**config.mk**
```make
export PLATFORM = sky130hd
export DESIGN_NAME = nor_cmd_seq
export DESIGN_NICKNAME = d
export VERILOG_FILES = /design/src/rtl/nor_seq_pkg.sv /design/src/rtl/nor_us_timer.sv /design/src/rtl/nor_line_buf.sv /design/src/rtl/nor_bus_cycle.sv /design/src/rtl/nor_cmd_seq.sv
export SDC_FILE = /design/constraint.sdc
export NUM_CORES = 1
export LEC_CHECK = 0
export BUFFER_PORTS_ARGS = -buffer_cell sky130_fd_sc_hd__buf_4
export CAP_MARGIN = 10
export CORE_MARGIN = 4
export CORE_UTILIZATION = 45
export DETAILED_ROUTE_END_ITERATION = 8
export PLACE_DENSITY = 0.73
export SLEW_MARGIN = 20
export SYNTH_ARGS = -nofsm -noshare
export SYNTH_HDL_FRONTEND = slang
export SYNTH_SLANG_ARGS = --single-unit
```
**constraint.sdc**
```tcl
create_clock -name clk -period 8.95 [get_ports clk]
set_input_delay 1.79 -clock clk [delete_from_list [all_inputs] [get_ports clk]]
set_output_delay 1.79 -clock clk [all_outputs]
set_load 0.005 [all_outputs]
```
**src/rtl/nor_seq_pkg.sv**
```systemverilog
package nor_seq_pkg;
  localparam logic [2:0] OP_IDENT  = 3'd0;
  localparam logic [2:0] OP_CHECK  = 3'd1;
  localparam logic [2:0] OP_ERASE  = 3'd2;
  localparam logic [2:0] OP_LOCK   = 3'd3;
  localparam logic [2:0] OP_UNLOCK = 3'd4;
  localparam logic [2:0] OP_LINE   = 3'd5;

  localparam logic [7:0] C_ARRAY   = 8'hFF;
  localparam logic [7:0] C_IDENT   = 8'h90;
  localparam logic [7:0] C_STAT    = 8'h70;
  localparam logic [7:0] C_CLRSTAT = 8'h50;
  localparam logic [7:0] C_BUFPGM  = 8'hE8;
  localparam logic [7:0] C_ERASE   = 8'h20;
  localparam logic [7:0] C_LKSETUP = 8'h60;
  localparam logic [7:0] C_CONFIRM = 8'hD0;
  localparam logic [7:0] C_LKSET   = 8'h01;

  localparam logic [31:0] BOTH_READY = 32'h0080_0080;
  localparam logic [7:0]  FAMILY_VID = 8'h89;

  typedef enum logic [4:0] {
    ST_IDLE, ST_ID_W0, ST_ID_R0, ST_ID_W1, ST_ID_R1,
    ST_CLR, ST_STW, ST_STR, ST_ERA, ST_LCK, ST_CONF,
    ST_BUF_W, ST_BUF_R, ST_CNT, ST_DPRE, ST_DAT,
    ST_PW, ST_PR, ST_FF, ST_DONE
  } seq_state_e;

  function automatic logic [31:0] lanes4(input logic [7:0] b);
    return {4{b}};
  endfunction
endpackage

```
**src/rtl/nor_us_timer.sv**
```systemverilog
module nor_us_timer #(
  parameter int CLK_HZ = 50_000_000,
  parameter int UW     = 22
) (
  input  logic          clk,
  input  logic          rst,
  input  logic          clr,
  input  logic [UW-1:0] limit_us,
  output logic          expired
);
  localparam int DIV = (CLK_HZ / 1_000_000 < 1) ? 1 : CLK_HZ / 1_000_000;
  localparam int PW  = (DIV > 1) ? $clog2(DIV) : 1;

  logic [PW-1:0] pre_q;
  logic [UW-1:0] us_q;

  always_ff @(posedge clk) begin
    if (rst || clr) begin
      pre_q <= '0;
      us_q  <= '0;
    end else if (pre_q == PW'(DIV - 1)) begin
      pre_q <= '0;
      if (us_q != '1) us_q <= us_q + 1'b1;
    end else begin
      pre_q <= pre_q + 1'b1;
    end
  end

  assign expired = (us_q > limit_us);

  assert_expired_hold_R10: assert property (@(posedge clk) disable iff (rst)
    (expired && !clr) |=> (expired || !$stable(limit_us)));
endmodule

```
**src/rtl/nor_line_buf.sv**
```systemverilog
module nor_line_buf #(
  parameter int DEPTH = 32,
  parameter int DW    = 32
) (
  input  logic                     clk,
  input  logic                     we,
  input  logic [$clog2(DEPTH)-1:0] waddr,
  input  logic [DW-1:0]            wdata,
  input  logic [$clog2(DEPTH)-1:0] raddr,
  output logic [DW-1:0]            rdata
);
  logic [DW-1:0] mem [DEPTH];

  always_ff @(posedge clk) begin
    if (we) mem[waddr] <= wdata;
    rdata <= mem[raddr];
  end
endmodule

```
**src/rtl/nor_bus_cycle.sv**
```systemverilog
module nor_bus_cycle #(
  parameter int ADDR_W = 32,
  parameter int DW     = 32
) (
  input  logic              clk,
  input  logic              rst,
  input  logic              start,
  input  logic              we,
  input  logic [ADDR_W-1:0] addr,
  input  logic [DW-1:0]     wdata,
  output logic              fin,
  output logic [DW-1:0]     rdata,
  output logic              mem_req,
  output logic              mem_we,
  output logic [ADDR_W-1:0] mem_addr,
  output logic [DW-1:0]     mem_wdata,
  input  logic              mem_ack,
  input  logic [DW-1:0]     mem_rdata
);
  always_ff @(posedge clk) begin
    if (rst) begin
      mem_req   <= 1'b0;
      mem_we    <= 1'b0;
      mem_addr  <= '0;
      mem_wdata <= '0;
      fin       <= 1'b0;
      rdata     <= '0;
    end else begin
      fin <= 1'b0;
      if (start && !mem_req) begin
        mem_req   <= 1'b1;
        mem_we    <= we;
        mem_addr  <= addr;
        mem_wdata <= wdata;
      end else if (mem_req && mem_ack) begin
        mem_req <= 1'b0;
        rdata   <= mem_rdata;
        fin     <= 1'b1;
      end
    end
  end

  assert_req_hold_R12: assert property (@(posedge clk) disable iff (rst)
    (mem_req && !mem_ack) |=> mem_req);
  assert_req_stable_R12: assert property (@(posedge clk) disable iff (rst)
    (mem_req && !mem_ack) |=> ($stable(mem_addr) && $stable(mem_wdata) && $stable(mem_we)));
endmodule

```
**src/rtl/nor_cmd_seq.sv**
```systemverilog
module nor_cmd_seq
  import nor_seq_pkg::*;
#(
  parameter int ADDR_W       = 32,
  parameter int CLK_HZ       = 50_000_000,
  parameter int SHORT_TMO_US = 1000,
  parameter int ERASE_TMO_US = 2_000_000,
  parameter int MAX_WORDS    = 32
) (
  input  logic                           clk,
  input  logic                           rst,
  input  logic                           req,
  input  logic [2:0]                     op,
  input  logic [ADDR_W-1:0]              base_addr,
  input  logic [$clog2(MAX_WORDS+1)-1:0] nwords,
  input  logic                           wbuf_we,
  input  logic [$clog2(MAX_WORDS)-1:0]   wbuf_idx,
  input  logic [31:0]                    wbuf_data,
  output logic                           busy,
  output logic                           done,
  output logic                           rej,
  output logic                           pass,
  output logic [31:0]                    status,
  output logic [15:0]                    vendor_id,
  output logic [15:0]                    device_id,
  output logic                           mem_req,
  output logic                           mem_we,
  output logic [ADDR_W-1:0]              mem_addr,
  output logic [31:0]                    mem_wdata,
  input  logic                           mem_ack,
  input  logic [31:0]                    mem_rdata
);
  localparam int NW     = $clog2(MAX_WORDS + 1);
  localparam int BIW    = $clog2(MAX_WORDS);
  localparam int TMO_MX = (ERASE_TMO_US > SHORT_TMO_US) ? ERASE_TMO_US : SHORT_TMO_US;
  localparam int UW     = $clog2(TMO_MX + 2);

  seq_state_e        state_q;
  logic [2:0]        op_q;
  logic [ADDR_W-1:0] base_q;
  logic [NW-1:0]     nw_q;
  logic [BIW-1:0]    idx_q;
  logic              issued_q;

  logic              cyc_bus, cyc_we, cyc_start, cyc_fin;
  logic [ADDR_W-1:0] cyc_addr;
  logic [31:0]       cyc_wdata, cyc_rdata, buf_rdata;
  logic [7:0]        cnt8;
  logic              rdy_both, last_word, req_ok, tmr_clr, tmr_exp;
  logic [UW-1:0]     tmr_limit;

  nor_line_buf #(.DEPTH(MAX_WORDS), .DW(32)) u_buf (
    .clk(clk), .we(wbuf_we), .waddr(wbuf_idx), .wdata(wbuf_data),
    .raddr(idx_q), .rdata(buf_rdata)
  );

  nor_us_timer #(.CLK_HZ(CLK_HZ), .UW(UW)) u_tmr (
    .clk(clk), .rst(rst), .clr(tmr_clr), .limit_us(tmr_limit), .expired(tmr_exp)
  );

  nor_bus_cycle #(.ADDR_W(ADDR_W), .DW(32)) u_bus (
    .clk(clk), .rst(rst), .start(cyc_start), .we(cyc_we), .addr(cyc_addr),
    .wdata(cyc_wdata), .fin(cyc_fin), .rdata(cyc_rdata),
    .mem_req(mem_req), .mem_we(mem_we), .mem_addr(mem_addr),
    .mem_wdata(mem_wdata), .mem_ack(mem_ack), .mem_rdata(mem_rdata)
  );

  assign cnt8      = 8'(nw_q) - 8'd1;
  assign rdy_both  = ((cyc_rdata & BOTH_READY) == BOTH_READY);
  assign last_word = ((NW'(idx_q) + NW'(1)) == nw_q);
  assign tmr_limit = (op_q == OP_ERASE) ? UW'(ERASE_TMO_US) : UW'(SHORT_TMO_US);
  assign tmr_clr   = (state_q == ST_CONF) && cyc_fin;
  assign cyc_start = cyc_bus && !issued_q;

  always_comb begin
    req_ok = (op <= OP_LINE);
    if (op == OP_LINE)
      req_ok = (nwords != '0) && (nwords <= NW'(MAX_WORDS)) && (base_addr[1:0] == 2'b00);
  end

  always_comb begin
    cyc_bus   = 1'b1;
    cyc_we    = 1'b1;
    cyc_addr  = base_q;
    cyc_wdata = lanes4(C_ARRAY);
    unique case (state_q)
      ST_ID_W0:          cyc_wdata = lanes4(C_IDENT);
      ST_ID_R0:          cyc_we    = 1'b0;
      ST_ID_W1: begin
        cyc_wdata = lanes4(C_IDENT);
        cyc_addr  = base_q + ADDR_W'(4);
      end
      ST_ID_R1: begin
        cyc_we   = 1'b0;
        cyc_addr = base_q + ADDR_W'(4);
      end
      ST_CLR:            cyc_wdata = lanes4(C_CLRSTAT);
      ST_STW, ST_PW:     cyc_wdata = lanes4(C_STAT);
      ST_STR, ST_PR,
      ST_BUF_R:          cyc_we    = 1'b0;
      ST_ERA:            cyc_wdata = lanes4(C_ERASE);
      ST_LCK:            cyc_wdata = lanes4(C_LKSETUP);
      ST_CONF:           cyc_wdata = (op_q == OP_LOCK) ? lanes4(C_LKSET) : lanes4(C_CONFIRM);
      ST_BUF_W:          cyc_wdata = lanes4(C_BUFPGM);
      ST_CNT:            cyc_wdata = lanes4(cnt8);
      ST_DAT: begin
        cyc_wdata = buf_rdata;
        cyc_addr  = base_q + (ADDR_W'(idx_q) << 2);
      end
      ST_FF:             cyc_wdata = lanes4(C_ARRAY);
      default:           cyc_bus   = 1'b0;
    endcase
  end

  always_ff @(posedge clk) begin
    if (rst) begin
      state_q   <= ST_IDLE;
      op_q      <= '0;
      base_q    <= '0;
      nw_q      <= '0;
      idx_q     <= '0;
      issued_q  <= 1'b0;
      busy      <= 1'b0;
      done      <= 1'b0;
      rej       <= 1'b0;
      pass      <= 1'b0;
      status    <= '0;
      vendor_id <= '0;
      device_id <= '0;
    end else begin
      done <= 1'b0;
      if (cyc_start) issued_q <= 1'b1;
      if (cyc_fin)   issued_q <= 1'b0;
      unique case (state_q)
        ST_IDLE: if (req) begin
          pass <= 1'b0;
          if (!req_ok) begin
            done <= 1'b1;
            rej  <= 1'b1;
          end else begin
            busy   <= 1'b1;
            rej    <= 1'b0;
            status <= '0;
            op_q   <= op;
            base_q <= base_addr;
            nw_q   <= nwords;
            idx_q  <= '0;
            unique case (op)
              OP_IDENT:            state_q <= ST_ID_W0;
              OP_CHECK, OP_ERASE:  state_q <= ST_CLR;
              OP_LOCK, OP_UNLOCK:  state_q <= ST_LCK;
              default:             state_q <= ST_BUF_W;
            endcase
          end
        end
        ST_DPRE: state_q <= ST_DAT;
        ST_DONE: begin
          done    <= 1'b1;
          busy    <= 1'b0;
          state_q <= ST_IDLE;
        end
        default: if (cyc_fin) begin
          unique case (state_q)
            ST_ID_W0: state_q <= ST_ID_R0;
            ST_ID_R0: begin
              vendor_id <= cyc_rdata[15:0];
              state_q   <= ST_ID_W1;
            end
            ST_ID_W1: state_q <= ST_ID_R1;
            ST_ID_R1: begin
              device_id <= cyc_rdata[15:0];
              pass      <= (vendor_id[7:0] == FAMILY_VID);
              state_q   <= ST_FF;
            end
            ST_CLR:   state_q <= ST_STW;
            ST_STW:   state_q <= ST_STR;
            ST_STR: begin
              if (!rdy_both) begin
                status  <= cyc_rdata;
                state_q <= ST_FF;
              end else if (op_q == OP_CHECK) begin
                pass    <= 1'b1;
                state_q <= ST_FF;
              end else begin
                state_q <= ST_ERA;
              end
            end
            ST_ERA, ST_LCK: state_q <= ST_CONF;
            ST_CONF:  state_q <= ST_PW;
            ST_BUF_W: state_q <= ST_BUF_R;
            ST_BUF_R: begin
              if (cyc_rdata != BOTH_READY) begin
                status  <= cyc_rdata;
                state_q <= ST_FF;
              end else begin
                state_q <= ST_CNT;
              end
            end
            ST_CNT:   state_q <= ST_DPRE;
            ST_DAT: begin
              if (last_word) begin
                state_q <= ST_CONF;
              end else begin
                idx_q   <= idx_q + 1'b1;
                state_q <= ST_DPRE;
              end
            end
            ST_PW:    state_q <= ST_PR;
            ST_PR: begin
              if (rdy_both) begin
                status  <= cyc_rdata;
                pass    <= (cyc_rdata == BOTH_READY);
                state_q <= ST_FF;
              end else if (tmr_exp) begin
                status  <= 32'hFFFF_FFFF;
                state_q <= ST_FF;
              end else begin
                state_q <= ST_PW;
              end
            end
            default:  state_q <= ST_DONE;
          endcase
        end
      endcase
    end
  end

  assert_done_pulse_R2: assert property (@(posedge clk) disable iff (rst)
    done |=> !done);
  assert_done_idle_R2: assert property (@(posedge clk) disable iff (rst)
    done |-> !busy);
  assert_accept_R2: assert property (@(posedge clk) disable iff (rst)
    (req && !busy) |=> (busy || done));
  assert_reject_nobus_R3: assert property (@(posedge clk) disable iff (rst)
    (done && rej) |-> !mem_req);
  assert_pass_exact_R9: assert property (@(posedge clk) disable iff (rst)
    (done && pass && (op_q >= OP_ERASE) && (op_q <= OP_LINE)) |-> (status == BOTH_READY));
  assert_timeout_fail_R10: assert property (@(posedge clk) disable iff (rst)
    (done && status == 32'hFFFF_FFFF) |-> !pass);
endmodule

```
## Word-level counts from Yosys, hierarchy flattened

Memory sizes are Yosys's and may differ from the RTL's. A register that Yosys moved wholly into a read port is not among the register bits.
Cells that the tools add are included.

| storage, ports and cells | value |
|---|---|
| flip-flop bits (word level) | 246 |
| bits in writable memories | 1,024 |
| bits of input ports | 115 |
| output and inout port bits | 134 |
| logic and storage cells | 174 |
| memories kept | 1 |

Memories:

| memory | depth | width | read ports | clocked after Yosys merged registers in | write ports | RTL line | source |
|---|---|---|---|---|---|---|---|
| u_buf.mem | 32 | 32 | 1 | 1 | 1 | nor_line_buf.sv:12 | `logic [DW-1:0] mem [DEPTH];` |

| operators by class | value |
|---|---|
| add/sub/neg operators | 7 |
| order comparisons | 3 |
| equal/unequal tests | 43 |
| muxes and demuxes | 52 |
| bitwise operators | 3 |
| reductions and logical operators | 44 |

Operators with widths:

| operator | number |
|---|---|
| one-hot mux 32 bit (9 select lines) | 1 |
| two-way mux 32 bit | 8 |
| one-hot mux 32 bit (2 select lines) | 2 |
| one-hot mux 32 bit (3 select lines) | 1 |
| one-hot mux 5 bit (15 select lines) | 1 |
| two-way mux 5 bit | 11 |
| equality test 5 x 4 -> 1 bit, second input constant | 8 |
| adder 32 x 3 -> 32 bit, second input constant | 1 |
| adder 32 x 7 -> 32 bit | 1 |
| equality test 32 x 24 -> 1 bit, second input constant | 1 |
| inequality test 32 x 24 -> 1 bit, second input constant | 1 |
| adder 21 x 1 -> 21 bit, second input constant | 1 |
| > comparator 21 bit | 1 |
| two-way mux 21 bit | 1 |
| inequality test 21 bit, second input constant | 1 |
| equality test 5 x 3 -> 1 bit, second input constant | 4 |
| equality test 5 bit, second input constant | 4 |
| OR reduction 2 bit | 10 |
| two-way mux 1 bit | 17 |
| OR reduction 17 bit | 1 |
| one-hot mux 5 bit (3 select lines) | 1 |
| AND reduction 3 bit | 5 |
| equality test 3 x 2 -> 1 bit, second input constant | 4 |
| inequality test 3 bit, second input constant | 4 |
| 40 further kinds | 62 |

## Depth between registers and ports, before layout

| logic depth | value |
|---|---|
| depth in word-level cells | 8 |
| gate-level depth with buffers | 15 |
| mapped depth without buffers | 12 |

## By module

Synthesis repeated with hierarchy kept, for this count alone.

| second synthesis, totals | value |
|---|---|
| cell total of the unflattened synthesis | 3,786 |
| area, all modules | 53,806.6 sq um |

By module, submodules not included:

| module | times used | cells each | area each (sq um) | sequential area each (sq um) |
|---|---|---|---|---|
| nor_line_buf | 1 | 2,260 | 40,492.6 | 31,390.1 |
| nor_cmd_seq | 1 | 854 | 6,952.9 | 2,402.3 |
| nor_bus_cycle | 1 | 448 | 4,491.8 | 1,981.9 |
| nor_us_timer | 1 | 224 | 1,869.3 | 540.5 |

## Least setup slack after synthesis

OpenSTA, ideal clock, no wires.

| path | value |
|---|---|
| path kind | input port to flip-flop |
| start point | input wbuf_idx[1] |
| end point | memory u_buf.mem[12][0] (enable) |
| setup time | 0.421 ns |
| arrival time | 3.803 ns |
| data required time | 8.529 ns |
| path slack | 4.725 ns |
| stages on the path | 3 |
| buffers on the path | 1 |
| cells stage by stage | or3b_2 > clkbuf_1 > nor2_1 |

RTL lines:

| element | RTL line | source |
|---|---|---|
| from (decl) | nor_cmd_seq.sv:17 | `input logic [$clog2(MAX_WORDS)-1:0] wbuf_idx,` |
| to (decl) | nor_line_buf.sv:12 |  |

No word-level cell before the write port.

## Final worst setup path

| path | value |
|---|---|
| start point | register state_q[1] |
| end point | register u_bus.mem_addr[17] |

| between the ends | value |
|---|---|
| cells in the longest elaborated chain, start to end | 5 |
| elaborated cells between the ends (all ways) | 23 |
| those cells by class | 17 x eq/ne; 2 x mux; 4 x reduce/logical |

Ends and longest elaborated chain:

| element | RTL line | source |
|---|---|---|
| from (decl) | nor_cmd_seq.sv:38 | `seq_state_e state_q;` |
| from (signal assigned) | nor_cmd_seq.sv:117 | `state_q <= ST_IDLE;` |
| from (signal assigned) | nor_cmd_seq.sv:149 | `OP_IDENT: state_q <= ST_ID_W0;` |
| from (signal assigned) | nor_cmd_seq.sv:150 | `OP_CHECK, OP_ERASE: state_q <= ST_CLR;` |
| equality test 5 x 4 -> 1 bit (tied with other cells) | nor_cmd_seq.sv:86 | `unique case (state_q)` |
| OR reduction 17 bit (no source line) | n/a |  |
| two-way mux 1 bit | nor_cmd_seq.sv:86 |  |
| logical AND 1 bit | nor_cmd_seq.sv:73 | `assign cyc_start = cyc_bus && !issued_q;` |
| logical AND 1 bit | nor_bus_cycle.sv:30 | `if (start && !mem_req) begin` |
| to (signal assigned) | nor_bus_cycle.sv:33 | `mem_addr <= addr;` |
| to (decl) | nor_bus_cycle.sv:15 | `output logic [ADDR_W-1:0] mem_addr,` |

Parallel ways exist; a longest one is shown, timed or not.
A chain may end at the register's enable or synchronous reset.

==> run_results.csv <==
group,metric,value,unit
logic_synthesis,synth_compound_area_share,3.94,%
grt,grt_pass1_wl,184000,um
route,wirelength,125000,um
logic_synthesis,synthAdderAreaFrac,0.580,%
grt,gr-total-overflow,0,
timing,maxSlewHeadroom,22.7,%
grt,antenna_found_initial,2,
floorplanning,die_w,344,um
logic_synthesis,synth-xor-area-share,0.842,%
clocking,cts.root.buffer_cell,"clkbuf_16",
place,gp_congestion,0.880,
grt,grt_max_degree,98,
logic_synthesis,syn-cell-area,50900,sq um
route,drt_iter0_markers,3090,
grt,grt_pass1_vias,27867,
timing,min_period,4270,ps
pwr,power_leakage,19.3,nW
grt,grt_usage,21.0,%
logic_synthesis,synthArstFlopShare,0,%
pwr,power,13.6,mW
min_path,holdCritStartpoint,"u_buf.rdata[7]",
clocking,clk_latency,720,ps
route,route.met3.wl,12200,um
timing,setup_viol,0,
critical_path,cp-endpoint,"u_bus.mem_addr[17]",
logic_synthesis,synth_top_family_by_area,"multiplexers",
finish,nets,3251,
pwr,powerDensity,231,nW/um^2
logic_synthesis,ys_seq_elements,1302,
critical_path,crit_fanout,36,
route,ant_nets,0,
critical_path,crit_required,9490,ps
logic_synthesis,synth_largest_area_cell,"edfxtp_1",
timing,finalSetupTns,0,ps
place,io_buffers,248,
min_path,worstHoldPathCells,2,
route,dr.pass1.iters,5,
logic_synthesis,synth_ff_type,"edfxtp_1",
logic_synthesis,muxShareOfSynthArea,17.0,%
route,wl_per_cell,26.5,um
critical_path,r2r_cells,12,
critical_path,r2r-start,"state_q[1]",
logic_synthesis,synth_top_area_share,60.4,%
clocking,cts.repair.resized,0,
timing,hold_violations,0,
route,viasPerCell,5.84,
critical_path,worstSetupPathType,"reg -> reg",
critical_path,r2r-end,"u_bus.mem_addr[17]",
finish,syn_to_final_growth,15.8,%
clocking,path_clk_slew,60,ps
timing,rsz0062_at_grt,"no",
clocking,cts_max_path_buffers,3,
floorplanning,rows,123,
timing,fmax,0.234,GHz
status,status,"completed",
clocking,cts_tree,"yes",
clocking,post_cts_buffers,0,
clocking,numCtsBuffers,136,
route,met1_length,50200,um
critical_path,rrSetupSlack,4680,ps
finish,fillers,8798,
finish,final_layout_size_suffix_gt1_share,28.9,%
floorplanning,core_area,112000,sq um
floorplanning,die_h,344,um
pwr,vdd_drop_max,200,uV
clocking,htree_levels,4,
logic_synthesis,synth_simple_gate_area_share,4.82,%
timing,finalClockSkew,23.5,ps
critical_path,startpoint,"state_q[1]",
floorplanning,die-area,119000,sq um
logic_synthesis,synth-edff-count,1024,
critical_path,cp-end-kind,"register",
min_path,hp-class,"reg -> reg",
timing,worst_pin_slew,1160,ps
logic_synthesis,yosysSeqAreaShare,71.3,%
clocking,hold_buffers,0,
critical_path,crit_arrival,4810,ps
logic_synthesis,synth_cell_types,83,
route,highest_layer,"met4",
logic_synthesis,syn-num-nets,2964,
timing,period_share,47.7,%
job,drv_cap,0,
critical_path,start_kind,"register",
clocking,cts_sinks,1302,
logic_synthesis,synth.area.top_cells,"edfxtp_1 (60%), mux4_2 (14%), dfxtp_1 (11%)",
route,wl_met2,60200,um
route,drc,0,
logic_synthesis,syn_inst,2826,
floorplanning,io_pins,249,
logic_synthesis,syn_area_per_cell,18.0,sq um
logic_synthesis,yosysWarnings,0,
floorplanning,start_util,45.3,%
route,vias,27582,
timing,slew_violations,0,
place,place_hpwl,72400,um
## logic make-up after synthesis
kind of cell | Yosys count
mux | 459
compound gates | 311
buf+inv | 186
xor+xnor | 49
flops | 1302
fa+ha+maj | 23
simple gates | 496
## stage by stage
step | utilization, % | hold slack, ps | area (sq um) | worst slack, ps | instances
4_1_cts | 52.4 | 441 | 59000 | 4720 | 4720
3_3_place_gp | 48.6 | 431 | 54700 | 4760 | 4475
6_report | 52.4 | 445 | 59000 | 4680 | 4721
2_1_floorplan | - | 420 | 50900 | 4730 | 2826
3_5_place_dp | 48.6 | 431 | 54700 | 4690 | 4475
5_1_grt | 52.4 | 452 | 59000 | 4290 | 4720
## Yosys cell counts (7+ instances only)
master     instances
xor2_1            16
dfxtp_1          278
clkbuf_1          92
nor2_1           168
nand3b_1           7
a22o_1            33
xnor2_1           33
o211ai_1           9
a21oi_1           82
and3_1            11
buf_2             37
nand2b_1          10
nor3_1            26
a2111oi_2          7
o21ai_1           29
inv_1             26
mux2_2            32
buf_1             19
or3_1             13
mux2i_1          107
o21ai_0           87
nor3b_1           10
nor2b_1            9
mux4_2           320
ha_1              22
nand4_1           19
edfxtp_1        1024
nand2_1          123
a211oi_1          14
nor4_1            16
nand3_1           32
## sequential cells by signal, indices dropped and copies added (netlist names), 3 cells and up
signal           count
u_bus.mem_wdata     32
u_bus.mem_addr      32
vendor_id           16
u_tmr.pre_q          6
u_buf.mem         1024
device_id           16
op_q                 3
u_tmr.us_q          21
u_bus.rdata         32
state_q              5
u_buf.rdata         32
nw_q                 6
status              32
base_q              32
idx_q                5
## layout by cell type, fill, tap and decap left out, types with 32 or more instances in the layout
| master | Yosys | layout |
|---|---|---|
| mux4_2 | 320 | 320 |
| o21ai_0 | 87 | 87 |
| nand2_1 | 123 | 123 |
| buf_4 | 6 | 308 |
| nor2_1 | 168 | 135 |
| nand3_1 | 32 | 32 |
| mux2_2 | 32 | 32 |
| clkbuf_16 | 0 | 137 |
| edfxtp_1 | 1024 | 1024 |
| a22o_1 | 33 | 33 |
| mux2i_1 | 107 | 107 |
| nor2_4 | 0 | 33 |
| a21oi_1 | 82 | 81 |
| dfxtp_1 | 278 | 274 |
| xnor2_1 | 33 | 33 |
## routing by layer
layer | vias up | global-route usage (%)
li1 | 11908 | -
met5 | - | 0
met4 | 0 | 5.06
met1 | 14242 | 29.2
met3 | 161 | 5.34
met2 | 1271 | 33.7
## worst max-delay path, stage by stage (launching register included)
cell	delay, ps
dfxtp_1	830
nand2_1	260
nor3_4	200
buf_4	420
nand2_1	170
inv_1	100
ha_1	230
a211oi_1	310
o21bai_1	140
a21oi_1	920
nor4b_1	170
xnor2_1	220
a21oi_1	90
## worst min path at each step
| stage | end | slack [ps] |
|---|---|---|
| 2_1_floorplan | u_bus.mem_wdata[0] | 420 |
| 3_3_place_gp | u_bus.mem_wdata[3] | 430 |
| 3_5_place_dp | u_bus.mem_wdata[0] | 430 |
| 4_1_cts | u_bus.mem_wdata[0] | 440 |
| 5_1_grt | u_bus.mem_wdata[31] | 450 |
| 6_report | u_bus.mem_wdata[7] | 450 |
## power breakdown
part	switching, mW	internal [mW]	total (mW)	leakage, nW
combinational	0.772	0.493	1.26	5.68
clock	2.30	3.11	5.41	2.11
sequential	0.232	6.73	6.96	11.5
total	3.31	10.3	13.6	19.3
## area by class of cell
class	instances	area, sq um	area share, %
diodes	1	2.50	0.00424
clock buffers	176	3700	6.28
clock inverters	69	583	0.988
inverters	27	105	0.178
multi-input cells	1338	14100	23.9
flip-flops and latches	1302	36300	61.6
well taps	1500	1880	3.18
repair buffers	308	2310	3.92
Power figures use the tool's default switching activity.
